## config.mk

```make
export PLATFORM = sky130hd
export DESIGN_NAME = cfg_chain_slave
export DESIGN_NICKNAME = d
export VERILOG_FILES = /design/src/rtl/cfg_chain_pkg.sv /design/src/rtl/cfg_rst_sync.sv /design/src/rtl/cfg_frame_sreg.sv /design/src/rtl/cfg_launch.sv /design/src/rtl/cfg_chain_ctrl.sv /design/src/rtl/cfg_chain_slave.sv
export SDC_FILE = /design/constraint.sdc
export NUM_CORES = 1
export LEC_CHECK = 0
export ABC_AREA = 1
export BUFFER_PORTS_ARGS = -buffer_cell sky130_fd_sc_hd__clkbuf_2
export CAP_MARGIN = 15
export CORE_ASPECT_RATIO = 0.8
export CORE_UTILIZATION = 44
export DETAILED_ROUTE_END_ITERATION = 12
export GPL_ROUTABILITY_DRIVEN = 0
export HOLD_SLACK_MARGIN = 0.02
export PLACE_DENSITY = 0.61
export SYNTH_ARGS = -nofsm -noshare
export SYNTH_HDL_FRONTEND = slang
export SYNTH_SLANG_ARGS = --single-unit
export TNS_END_PERCENT = 100
```

## constraint.sdc

```tcl
create_clock -name cclk -period 4.5 [get_ports cclk]
set_input_delay 0.45 -clock cclk [delete_from_list [all_inputs] [get_ports cclk]]
set_output_delay 0.45 -clock cclk [all_outputs]
set_load 0.01 [all_outputs]
```

## src/rtl/cfg_chain_pkg.sv

```systemverilog
package cfg_chain_pkg;

  typedef enum logic [2:0] {
    ST_HUNT,
    ST_LEN,
    ST_LOAD,
    ST_FWD,
    ST_DONE,
    ST_ERR
  } cfg_state_e;

  localparam logic [2:0] MODE_SERIAL_RX = 3'b111;

endpackage

```

## src/rtl/cfg_rst_sync.sv

```systemverilog
module cfg_rst_sync #(
  parameter int STAGES = 2
) (
  input  logic clk,
  input  logic rst_n,
  output logic rst_sync_n
);

  logic [STAGES-1:0] chain_q;

  always_ff @(posedge clk or negedge rst_n) begin
    if (!rst_n) begin
      chain_q <= '0;
    end else begin
      chain_q <= {chain_q[STAGES-2:0], 1'b1};
    end
  end

  assign rst_sync_n = chain_q[STAGES-1];

endmodule

```

## src/rtl/cfg_frame_sreg.sv

```systemverilog
module cfg_frame_sreg #(
  parameter int WIDTH = 16
) (
  input  logic             clk,
  input  logic             rst_n,
  input  logic             clr,
  input  logic             shift_en,
  input  logic             bit_in,
  output logic [WIDTH-1:0] data
);

  logic [WIDTH-1:0] data_q;
  logic [WIDTH-1:0] data_d;

  always_comb begin
    data_d = data_q;
    if (clr) begin
      data_d = '0;
    end else if (shift_en) begin
      if (WIDTH > 1) begin
        data_d = {data_q[WIDTH-2:0], bit_in};
      end else begin
        data_d = {WIDTH{bit_in}};
      end
    end
  end

  always_ff @(posedge clk or negedge rst_n) begin
    if (!rst_n) begin
      data_q <= '0;
    end else if (clr || shift_en) begin
      data_q <= data_d;
    end
  end

  assign data = data_q;

endmodule

```

## src/rtl/cfg_launch.sv

```systemverilog
module cfg_launch (
  input  logic clk,
  input  logic rst_n,
  input  logic fwd_val,
  output logic sdo
);

  logic rise_q;
  logic fall_q;

  always_ff @(posedge clk or negedge rst_n) begin
    if (!rst_n) begin
      rise_q <= 1'b0;
    end else begin
      rise_q <= fwd_val;
    end
  end

  always_ff @(negedge clk or negedge rst_n) begin
    if (!rst_n) begin
      fall_q <= 1'b0;
    end else begin
      fall_q <= rise_q;
    end
  end

  assign sdo = fall_q;

endmodule

```

## src/rtl/cfg_chain_ctrl.sv

```systemverilog
module cfg_chain_ctrl
  import cfg_chain_pkg::*;
#(
  parameter int               FRAME_BITS  = 16,
  parameter int               LEN_BITS    = 24,
  parameter int               PRE_BITS    = 8,
  parameter logic [PRE_BITS-1:0] PRE_PATTERN = 8'hF2
) (
  input  logic       clk,
  input  logic       rst_n,
  input  logic [2:0] mode_sel,
  input  logic       chain_rdy,
  input  logic       sdi,
  output logic       load_en,
  output logic       load_clr,
  output logic       fwd_val,
  output logic       done,
  output logic       err
);

  localparam int                  LIDX_W    = $clog2(LEN_BITS);
  localparam logic [LIDX_W-1:0]   LIDX_LAST = LIDX_W'(LEN_BITS - 1);
  localparam logic [LEN_BITS-1:0] FRAME_CNT = LEN_BITS'(FRAME_BITS);

  cfg_state_e          state_q, state_d;
  logic [PRE_BITS-1:0] pat_q, pat_d;
  logic [LEN_BITS-1:0] len_q, len_d;
  logic [LIDX_W-1:0]   lidx_q, lidx_d;
  logic [LEN_BITS-1:0] dcnt_q, dcnt_d;

  logic                active;
  logic                run;
  logic                abort;
  logic                upd_en;
  logic [PRE_BITS-1:0] pat_shift;
  logic [LEN_BITS-1:0] len_shift;
  logic [LEN_BITS-1:0] dcnt_inc;

  assign active    = (mode_sel == MODE_SERIAL_RX);
  assign run       = active && chain_rdy;
  assign abort     = active && !chain_rdy &&
                     (state_q == ST_LEN || state_q == ST_LOAD || state_q == ST_FWD);
  assign upd_en    = run || abort;
  assign pat_shift = {pat_q[PRE_BITS-2:0], sdi};
  assign len_shift = {len_q[LEN_BITS-2:0], sdi};
  assign dcnt_inc  = dcnt_q + 1'b1;

  always_comb begin
    state_d = state_q;
    pat_d   = pat_q;
    len_d   = len_q;
    lidx_d  = lidx_q;
    dcnt_d  = dcnt_q;
    if (abort) begin
      state_d = ST_ERR;
      pat_d   = '0;
      len_d   = '0;
      lidx_d  = '0;
      dcnt_d  = '0;
    end else if (run) begin
      unique case (state_q)
        ST_HUNT: begin
          pat_d = pat_shift;
          if (pat_shift == PRE_PATTERN) begin
            state_d = ST_LEN;
            len_d   = '0;
            lidx_d  = '0;
          end
        end
        ST_LEN: begin
          len_d  = len_shift;
          lidx_d = lidx_q + 1'b1;
          if (lidx_q == LIDX_LAST) begin
            dcnt_d  = '0;
            state_d = (len_shift == '0) ? ST_DONE : ST_LOAD;
          end
        end
        ST_LOAD: begin
          dcnt_d = dcnt_inc;
          if (dcnt_inc == len_q) begin
            state_d = ST_DONE;
          end else if (dcnt_inc == FRAME_CNT) begin
            state_d = ST_FWD;
          end
        end
        ST_FWD: begin
          dcnt_d = dcnt_inc;
          if (dcnt_inc == len_q) begin
            state_d = ST_DONE;
          end
        end
        default: begin
          state_d = state_q;
        end
      endcase
    end
  end

  always_ff @(posedge clk or negedge rst_n) begin
    if (!rst_n) begin
      state_q <= ST_HUNT;
      pat_q   <= '0;
      len_q   <= '0;
      lidx_q  <= '0;
      dcnt_q  <= '0;
    end else if (upd_en) begin
      state_q <= state_d;
      pat_q   <= pat_d;
      len_q   <= len_d;
      lidx_q  <= lidx_d;
      dcnt_q  <= dcnt_d;
    end
  end

  always_comb begin
    if (!active) begin
      fwd_val = 1'b0;
    end else if (!chain_rdy) begin
      fwd_val = 1'b1;
    end else begin
      unique case (state_q)
        ST_HUNT, ST_LEN, ST_FWD: fwd_val = sdi;
        default:                 fwd_val = 1'b1;
      endcase
    end
  end

  assign load_en  = run && (state_q == ST_LOAD);
  assign load_clr = abort;
  assign done     = (state_q == ST_DONE);
  assign err      = (state_q == ST_ERR);

endmodule

```

## src/rtl/cfg_chain_slave.sv

```systemverilog
module cfg_chain_slave #(
  parameter int FRAME_BITS = 16,
  parameter int LEN_BITS   = 24,
  parameter int RST_STAGES = 2
) (
  input  logic                  cclk,
  input  logic                  rst_n,
  input  logic [2:0]            mode_sel,
  input  logic                  chain_rdy,
  input  logic                  sdi,
  output logic                  sdo,
  output logic                  cfg_done,
  output logic                  cfg_err,
  output logic [FRAME_BITS-1:0] cfg_data
);

  logic rst_sync_n;
  logic load_en;
  logic load_clr;
  logic fwd_val;

  cfg_rst_sync #(
    .STAGES(RST_STAGES)
  ) rst_sync_i (
    .clk       (cclk),
    .rst_n     (rst_n),
    .rst_sync_n(rst_sync_n)
  );

  cfg_chain_ctrl #(
    .FRAME_BITS (FRAME_BITS),
    .LEN_BITS   (LEN_BITS),
    .PRE_BITS   (8),
    .PRE_PATTERN(8'hF2)
  ) ctrl_i (
    .clk      (cclk),
    .rst_n    (rst_sync_n),
    .mode_sel (mode_sel),
    .chain_rdy(chain_rdy),
    .sdi      (sdi),
    .load_en  (load_en),
    .load_clr (load_clr),
    .fwd_val  (fwd_val),
    .done     (cfg_done),
    .err      (cfg_err)
  );

  cfg_frame_sreg #(
    .WIDTH(FRAME_BITS)
  ) sreg_i (
    .clk     (cclk),
    .rst_n   (rst_sync_n),
    .clr     (load_clr),
    .shift_en(load_en),
    .bit_in  (sdi),
    .data    (cfg_data)
  );

  cfg_launch launch_i (
    .clk    (cclk),
    .rst_n  (rst_sync_n),
    .fwd_val(fwd_val),
    .sdo    (sdo)
  );

endmodule

```

After elaboration in Yosys (flattened, before gate mapping)
Cells that the tools add are included.

storage, ports and cells
  bits in registers = 83
  input port bits = 7
  logic and storage cells = 78

operators by class
  add/subtract/negate cells = 2
  equality and inequality tests = 14
  multiplexer cells = 29
  reduce and logical (&&, ||, !) cells = 24

operators by type and width
  cell                   count
  $mux 24                6
  $pmux 24 s2            2
  $mux 16                2
  $add 24x1->24 const B  1
  $eq 24x24->1           1
  $eq 24x5->1 const B    1
  $logic_not 24->1       1
  $mux 3                 8
  $mux 7                 3
  $mux 5                 3
  $pmux 3 s4             1
  $pmux 5 s2             1
  $eq 3x3->1 const B     3
  $eq 8x8->1 const B     1
  $reduce_and 4->1       2
  $reduce_and 7->1       1
  $eq 3x2->1 const B     2
  $ne 3x2->1 const B     2
  $reduce_bool 2->1      3
  $reduce_bool 3->1      2
  $add 5x1->5 const B    1
  $eq 5x5->1 const B     1
  $reduce_bool 5->1      1
  $logic_and 1x1->1      4
  other kinds (11)       16

Logic depth before layout (Yosys ltp)
Gate-level depths: netlist of run 1.

  depth after elaboration = 7
  mapped depth = 20
  gate-level depth less buffers = 20

Modules after synthesis
Synthesis of run 1 repeated with hierarchy kept, for this count alone.

unflattened totals
  cells, all modules = 697
  area, all modules = 4,956.0 um^2

modules (own cells, without submodules)
  module          times used  cells an instance  area an instance (um^2)
  cfg_chain_ctrl  1           622                4,201.5
  cfg_frame_sreg  1           70                 650.6
  cfg_rst_sync    1           3                  53.8
  cfg_launch      1           2                  50.0

==> results of run 1 <==
layout make-up:
type	instances	area, sq um	share of cell area
Sequential cell	83	2080	0.382
Multi-Input combinational cell	494	2390	0.439
Inverter	91	355	0.0653
Clock inverter	7	58.8	0.0108
Clock buffer	9	225	0.0414
Tap cell	140	175	0.0322
Timing Repair Buffer	29	158	0.0290
per-stage QoR:
step	power, mW	utilization	cell area (sq um)
after floorplan	0.776	-	4860
after global placement	0.787	0.490	5140
after detailed placement	0.788	0.490	5140
after CTS	1.51	0.518	5430
after global routing	1.54	0.519	5440
final	1.49	0.519	5440
where the power goes:
part           total (mW)  switching, mW  internal [mW]
registers           0.755        0.00682          0.748
clock network       0.718          0.333          0.385
logic              0.0181         0.0136        0.00444
cells by family (layout without fill, tap and decap cells):
kind of cell | Yosys count | in the layout
AO/OA/AOI/OAI | 92 | 92
XOR/XNOR | 1 | 1
adder cells (fa/ha/maj) | 2 | 2
buffers and inverters | 103 | 136
flip-flops | 83 | 83
multiplexers | 1 | 1
other | 1 | 1
AND/OR/NAND/NOR | 397 | 397
flip-flops by register name, summed over array words and instances (netlist names):
signal / count
ctrl_i.dcnt_q: 24
launch_i.sdo: 1
ctrl_i.state_q: 3
ctrl_i.pat_q: 7
ctrl_i.lidx_q: 5
launch_i.rise_q: 1
rst_sync_i.chain_q: 2
ctrl_i.len_q: 24
sreg_i.data: 16
worst paths after layout:
path / start / end / slack [ns] / cells after the start
min in group cclk: rst_sync_i.chain_q[0] / rst_sync_i.chain_q[1] / 0.36 / 0
setup / recovery: launch_i.sdo / sdo / 0.94 / 1
hold reg to reg: rst_sync_i.chain_q[1] / ctrl_i.pat_q[2] / 0.28 / 0
hold / removal: rst_sync_i.chain_q[1] / ctrl_i.pat_q[2] / 0.28 / 0
max in group asynchronous: rst_sync_i.chain_q[1] / launch_i.sdo / 1.72 / 0
setup reg to reg: ctrl_i.state_q[2] / ctrl_i.len_q[6] / 1.66 / 10
Yosys cell counts (2+ instances only):
cell type	n
o21ai_0	35
nand3_2	3
nor3_1	3
inv_1	87
nor2_1	62
o22ai_1	40
clkbuf_1	11
nand3b_1	3
o31ai_1	2
a21oi_1	12
nand2_4	3
nand4_1	15
nand3_1	77
nor4_1	2
nor2_4	4
nand2_2	13
dfrtp_1	82
ha_1	2
nand2_1	203
nor2_8	3
nor2_2	4
inv_2	3
layer usage:
| layer | part of all wire | global-route usage |
|---|---|---|
| met1 | 0.49 | 0.352 |
| met4 | 0.014 | 0.0719 |
| met3 | 0.059 | 0.0444 |
| met5 | 0 | 0 |
| met2 | 0.43 | 0.353 |
==> insert_results.sql, run 1 <==
INSERT INTO impl_metrics (metric_group, metric, value, unit) VALUES
('outcome', 'run_status', 'completed', ''),
('logic_synthesis', 'postSynthRegisterBits', '83', ''),
('clocking', 'postCtsSetupBuffers', '0', ''),
('sta', 'postLayoutSetupSlackWorst', '0.942', 'ns'),
('logic_synthesis', 'synth_simple_gate_area_share', '0.373', ''),
('logic_synthesis', 'synthCells', '680', ''),
('drt', 'routed_wl', '13100', 'um'),
('floorplanning', 'initial_utilization', '0.464', ''),
('drt', 'first_pass_iters', '7', ''),
('placed_design', 'portBuffers', '25', ''),
('final_layout', 'stdcell_count', '853', ''),
('critical_path', 'cp_cell_sequence', 'clkbuf_2', ''),
('drt', 'routed-via-count', '4633', ''),
('sta', 'timing.hold.ws', '0.280', 'ns'),
('sta', 'worst_pin_slew', '0.965', 'ns'),
('global_routing', 'groute.usage.overall', '0.238', ''),
('drt', 'wire_per_inst', '15.3', 'um'),
('logic_synthesis', 'post-synth-top-area-fraction', '0.422', ''),
('drt', 'vias_per_cell', '5.43', ''),
('sta', 'finalClockSkew', '0.00778', 'ns'),
('sta', 'hold_viol', '0', ''),
('global_routing', 'gr-total-overflow', '0', ''),
('logic_synthesis', 'syn_nets', '689', ''),
('floorplanning', 'design.core.area', '0.0105', 'sq mm'),
('power', 'p_leak', '2.92', 'nW'),
('drt', 'drt_iter0_drc', '505', ''),
('logic_synthesis', 'synth_cell_type_count', '33', ''),
('floorplanning', 'number_of_rows_in_the_core_area', '33', ''),
('drt', 'antenna_violating_nets_post_route', '0', ''),
('critical_path', 'timing.critical_path.buf_inv', '1', ''),
('logic_synthesis', 'ys.flop_type', 'dfrtp_1', ''),
('sta', 'timing.setup.tns', '0', 'ns'),
('global_routing', 'grt_first_pass_wirelength', '21000', 'um'),
('sta', 'setup_viol', '0', ''),
('critical_path', 'critical_path.max_stage_delay', '0.39', 'ns'),
('final_layout', 'antennaDiodeCount', '0', ''),
('drt', 'drc', '0', ''),
('floorplanning', 'io-pin-count', '26', ''),
('clocking', 'postCtsResizedCells', '0', ''),
('logic_synthesis', 'sequential_fraction_of_the_synthesis_area', '0.427', ''),
('clocking', 'cts-root-buf', 'clkbuf_16', ''),
('run', 'max_cap_violations', '0', ''),
('clocking', 'cts_num_sinks', '83', ''),
('logic_synthesis', 'synth_xor_xnor_area_share', '0.00180', ''),
('floorplanning', 'die-width', '120', 'um'),
('global_routing', 'grt_pass1_vias', '4139', ''),
('final_layout', 'area_growth', '11.9', '%'),
('logic_synthesis', 'post_synthesis_compound_gate_area_fraction', '0.107', ''),
('clocking', 'clk_latency', '0.34', 'ns'),
('hold_path', 'holdCritPathClass', 'reg -> async', ''),
('global_routing', 'antenna_found_initial', '0', ''),
('sta', 'grt_setup_unrepaired', 'no', ''),
('logic_synthesis', 'synth_area_leader_cell', 'dfrtp_1', ''),
('critical_path', 'critPathMaxFanout', '1', ''),
('final_layout', 'layout.cells.most_common_list', 'nand2_1, inv_1, dfrtp_1, nand3_1, nor2_1', ''),
('critical_path', 'timing.critical_path.to_type', 'output port', ''),
('placed_design', 'detail_placement_hpwl', '9620', 'um'),
('logic_synthesis', 'yosys-top-cells-area', 'dfrtp_1, nand2_1, nand3_1, inv_1, o22ai_1', ''),
('logic_synthesis', 'yosysWarningCount', '0', ''),
('global_routing', 'grt_start_max_net_pins', '47', ''),
('power', 'power_density_of_the_placed_cells', '274', 'mW/mm^2'),
('critical_path', 'critical-path-top-delay-family', 'flip-flops', ''),
('clocking', 'h-tree-depth', '3', ''),
('logic_synthesis', 'synth_edf_count', '0', ''),
('clocking', 'clkTransAtPathRegs', '0.06', 'ns'),
('floorplanning', 'die_y', '96.0', 'um'),
('final_layout', 'layout-drive-gt1-share', '0.115', ''),
('final_layout', 'num-fill-cells', '1061', ''),
('logic_synthesis', 'syn-cell-area', '0.00486', 'sq mm'),
('logic_synthesis', 'async_reset_ff_frac', '1.00', ''),
('clocking', 'tritoncts', 'built', '');
No activity file was read; power rests on OpenSTA's default activity.
==> run 2, diff against run 1 <==
==> constraint.sdc (replaced) <==
create_clock -name cclk -period 3.5 [get_ports cclk]
set_input_delay 0.35 -clock cclk [delete_from_list [all_inputs] [get_ports cclk]]
set_output_delay 0.35 -clock cclk [all_outputs]
set_load 0.01 [all_outputs]
==> insert_results.sql, run 2 (synthesis results as in run 1) <==
INSERT INTO impl_metrics (metric_group, metric, value, unit) VALUES
('power', 'vdd_drop_max', '0.257', 'mV'),
('clocking', 'cts_max_path_buffers', '2', ''),
('critical_path', 'worst_r2r_startpoint', 'ctrl_i.state_q[0]', ''),
('sta', 'drv_slew', '0', ''),
('final_layout', 'layout.cells.most_common_list', 'nand2_1, inv_1, dfrtp_1, nand3_1, nor2_1', ''),
('critical_path', 'timing.critical_path.buf_inv', '1', ''),
('clocking', 'tritoncts', 'built', ''),
('critical_path', 'critical_path_class', 'reg -> out', ''),
('power', 'p_leak', '2.96', 'nW'),
('global_routing', 'antenna_found_initial', '0', ''),
('clocking', 'cts-root-buf', 'clkbuf_16', ''),
('critical_path', 'cp-start-kind', 'flop', ''),
('power', 'p_int', '1.60', 'mW'),
('drt', 'wire_per_inst', '15.6', 'um'),
('outcome', 'run_status', 'completed', ''),
('clocking', 'h-tree-depth', '3', ''),
('placed_design', 'portBuffers', '25', ''),
('floorplanning', 'die_area', '0.0115', 'sq mm'),
('drt', 'routed-via-count', '4684', ''),
('floorplanning', 'io-pin-count', '26', ''),
('floorplanning', 'die_y', '96.0', 'um'),
('sta', 'max_slew_margin', '0.406', ''),
('drt', 'routed_wl', '13400', 'um'),
('drt', 'drt_iter0_drc', '380', ''),
('floorplanning', 'design.core.area', '0.0105', 'sq mm'),
('final_layout', 'fin_area', '0.00550', 'sq mm'),
('drt', 'met3_length', '777', 'um'),
('placed_design', 'worst_setup_slack_after_placement', '0.883', 'ns'),
('sta', 'setup_viol', '0', ''),
('final_layout', 'layout-drive-gt1-share', '0.119', ''),
('final_layout', 'area_growth', '13.2', '%'),
('sta', 'grt_setup_unrepaired', 'no', ''),
('critical_path', 'rr_worst_depth', '8', ''),
('critical_path', 'reg2reg_slack', '0.84', 'ns'),
('hold_path', 'holdCritPathClass', 'in -> async', ''),
('critical_path', 'cp.required', '3.15', 'ns'),
('run', 'max_cap_violations', '0', ''),
('drt', 'route.top_layer_used', 'met4', ''),
('placed_design', 'placed_area', '0.00517', 'sq mm'),
('critical_path', 'critPathMaxFanout', '1', ''),
('final_layout', 'fin_nets', '720', ''),
('drt', 'met2_length', '5770', 'um'),
('power', 'power_density_of_the_placed_cells', '373', 'mW/mm^2'),
('power', 'p_switching', '0.453', 'mW'),
('drt', 'met1_length', '6630', 'um'),
('placed_design', 'detail_placement_hpwl', '9900', 'um'),
('critical_path', 'timing.critical_path.to_type', 'output port', ''),
('critical_path', 'crit-reg2reg-capture', 'ctrl_i.dcnt_q[7]', ''),
('sta', 'timing.setup.tns', '0', 'ns'),
('critical_path', 'cp_cell_sequence', 'clkbuf_2', ''),
('sta', 'hold_viol', '0', ''),
('critical_path', 'critPathArrivalTime', '2.61', 'ns'),
('global_routing', 'groute.usage.overall', '0.246', ''),
('clocking', 'clkTransAtPathRegs', '0.06', 'ns'),
('final_layout', 'layout.cells.most_common', 'nand2_1', ''),
('sta', 'finalClockSkew', '0.00761', 'ns'),
('clocking', 'cts_buffers', '9', ''),
('critical_path', 'cp-startpoint', 'launch_i.sdo', ''),
('clocking', 'postCtsSetupBuffers', '0', ''),
('drt', 'vias_per_cell', '5.47', ''),
('power', 'power.share.sequential', '0.470', ''),
('clocking', 'cts_num_sinks', '83', ''),
('final_layout', 'num-fill-cells', '1062', ''),
('drt', 'first_pass_iters', '5', ''),
('sta', 'postLayoutSetupSlackWorst', '0.539', 'ns'),
('power', 'power.share.combinational', '0.015', ''),
('global_routing', 'grt_first_pass_wirelength', '21800', 'um'),
('global_routing', 'grt_pass1_vias', '4321', ''),
('global_routing', 'grt_start_max_net_pins', '45', ''),
('final_layout', 'antennaDiodeCount', '0', ''),
('critical_path', 'critical-path-top-delay-family', 'flip-flops', ''),
('critical_path', 'cpMaxStageDelayCell', 'dfrtn_1', ''),
('sta', 'worst_pin_slew', '0.889', 'ns'),
('floorplanning', 'die-width', '120', 'um'),
('floorplanning', 'initial_utilization', '0.464', ''),
('power', 'p_sw_frac', '0.221', ''),
('drt', 'drc', '0', ''),
('floorplanning', 'number_of_rows_in_the_core_area', '33', ''),
('critical_path', 'critical_path.max_stage_delay', '0.39', 'ns'),
('power', 'power.share.clock', '0.515', ''),
('clocking', 'clk_latency', '0.35', 'ns'),
('global_routing', 'gr-total-overflow', '0', ''),
('drt', 'antenna_violating_nets_post_route', '0', '');
run 2: changes by cell type in the layout (fill, tap and decap cells not counted):
cell / delta
inv_6: -3
bufinv_16: +2
clkinvlp_4: -1
inv_8: -1
buf_4: +3
clkinv_4: +3
run 2: layer usage:
metal,up-vias,track usage
li1,2290,-
met1,2245,0.359
met2,133,0.375
met3,16,0.0515
met4,0,0.0563
met5,-,0
run 2: power groups by stage:
stage / Sequential, mW / Clock, mW / Combinational (mW)
3_3_place_gp: 0.982 / 0 / 0.0323
6_report: 0.964 / 1.06 / 0.0317
2_1_floorplan: 0.994 / 0 / 0.00426
5_1_grt: 0.964 / 1.10 / 0.0368
4_1_cts: 0.964 / 1.06 / 0.0333
3_5_place_dp: 0.982 / 0 / 0.0326
run 2: timing repair:
item	CTS	global route
hold buffers	1	0
hold endpoints to repair	2	0
gates resized for setup	0	0
run 2: stage by stage:
step | total power [mW] | hold slack (ns) | instances | util
6_report | 2.05 | 0.321 | 856 | 0.525
5_1_grt | 2.10 | 0.317 | 856 | 0.525
4_1_cts | 2.06 | 0.317 | 856 | 0.525
3_5_place_dp | 1.01 | 0.138 | 839 | 0.493
3_3_place_gp | 1.01 | 0.135 | 839 | 0.493
2_1_floorplan | 0.998 | 0.0544 | 680 | -
run 2: worst max path at each step:
stage	to	slack (ns)	depth (start not counted)
floorplan	launch_i.sdo	0.44	0
global placement	sdo	0.91	1
detailed placement	ctrl_i.dcnt_q[7]	0.88	8
CTS	sdo	0.52	1
global route	sdo	0.50	1
finish	sdo	0.54	1
run 2: cell type report:
type	count	area, sq um	share of cell area
flip-flops and latches	83	2080	0.378
inverters	91	355	0.0646
multi-input cells	494	2390	0.434
well taps	140	175	0.0318
clock buffers	9	225	0.0409
clock inverters	7	100	0.0182
repair buffers	32	180	0.0327
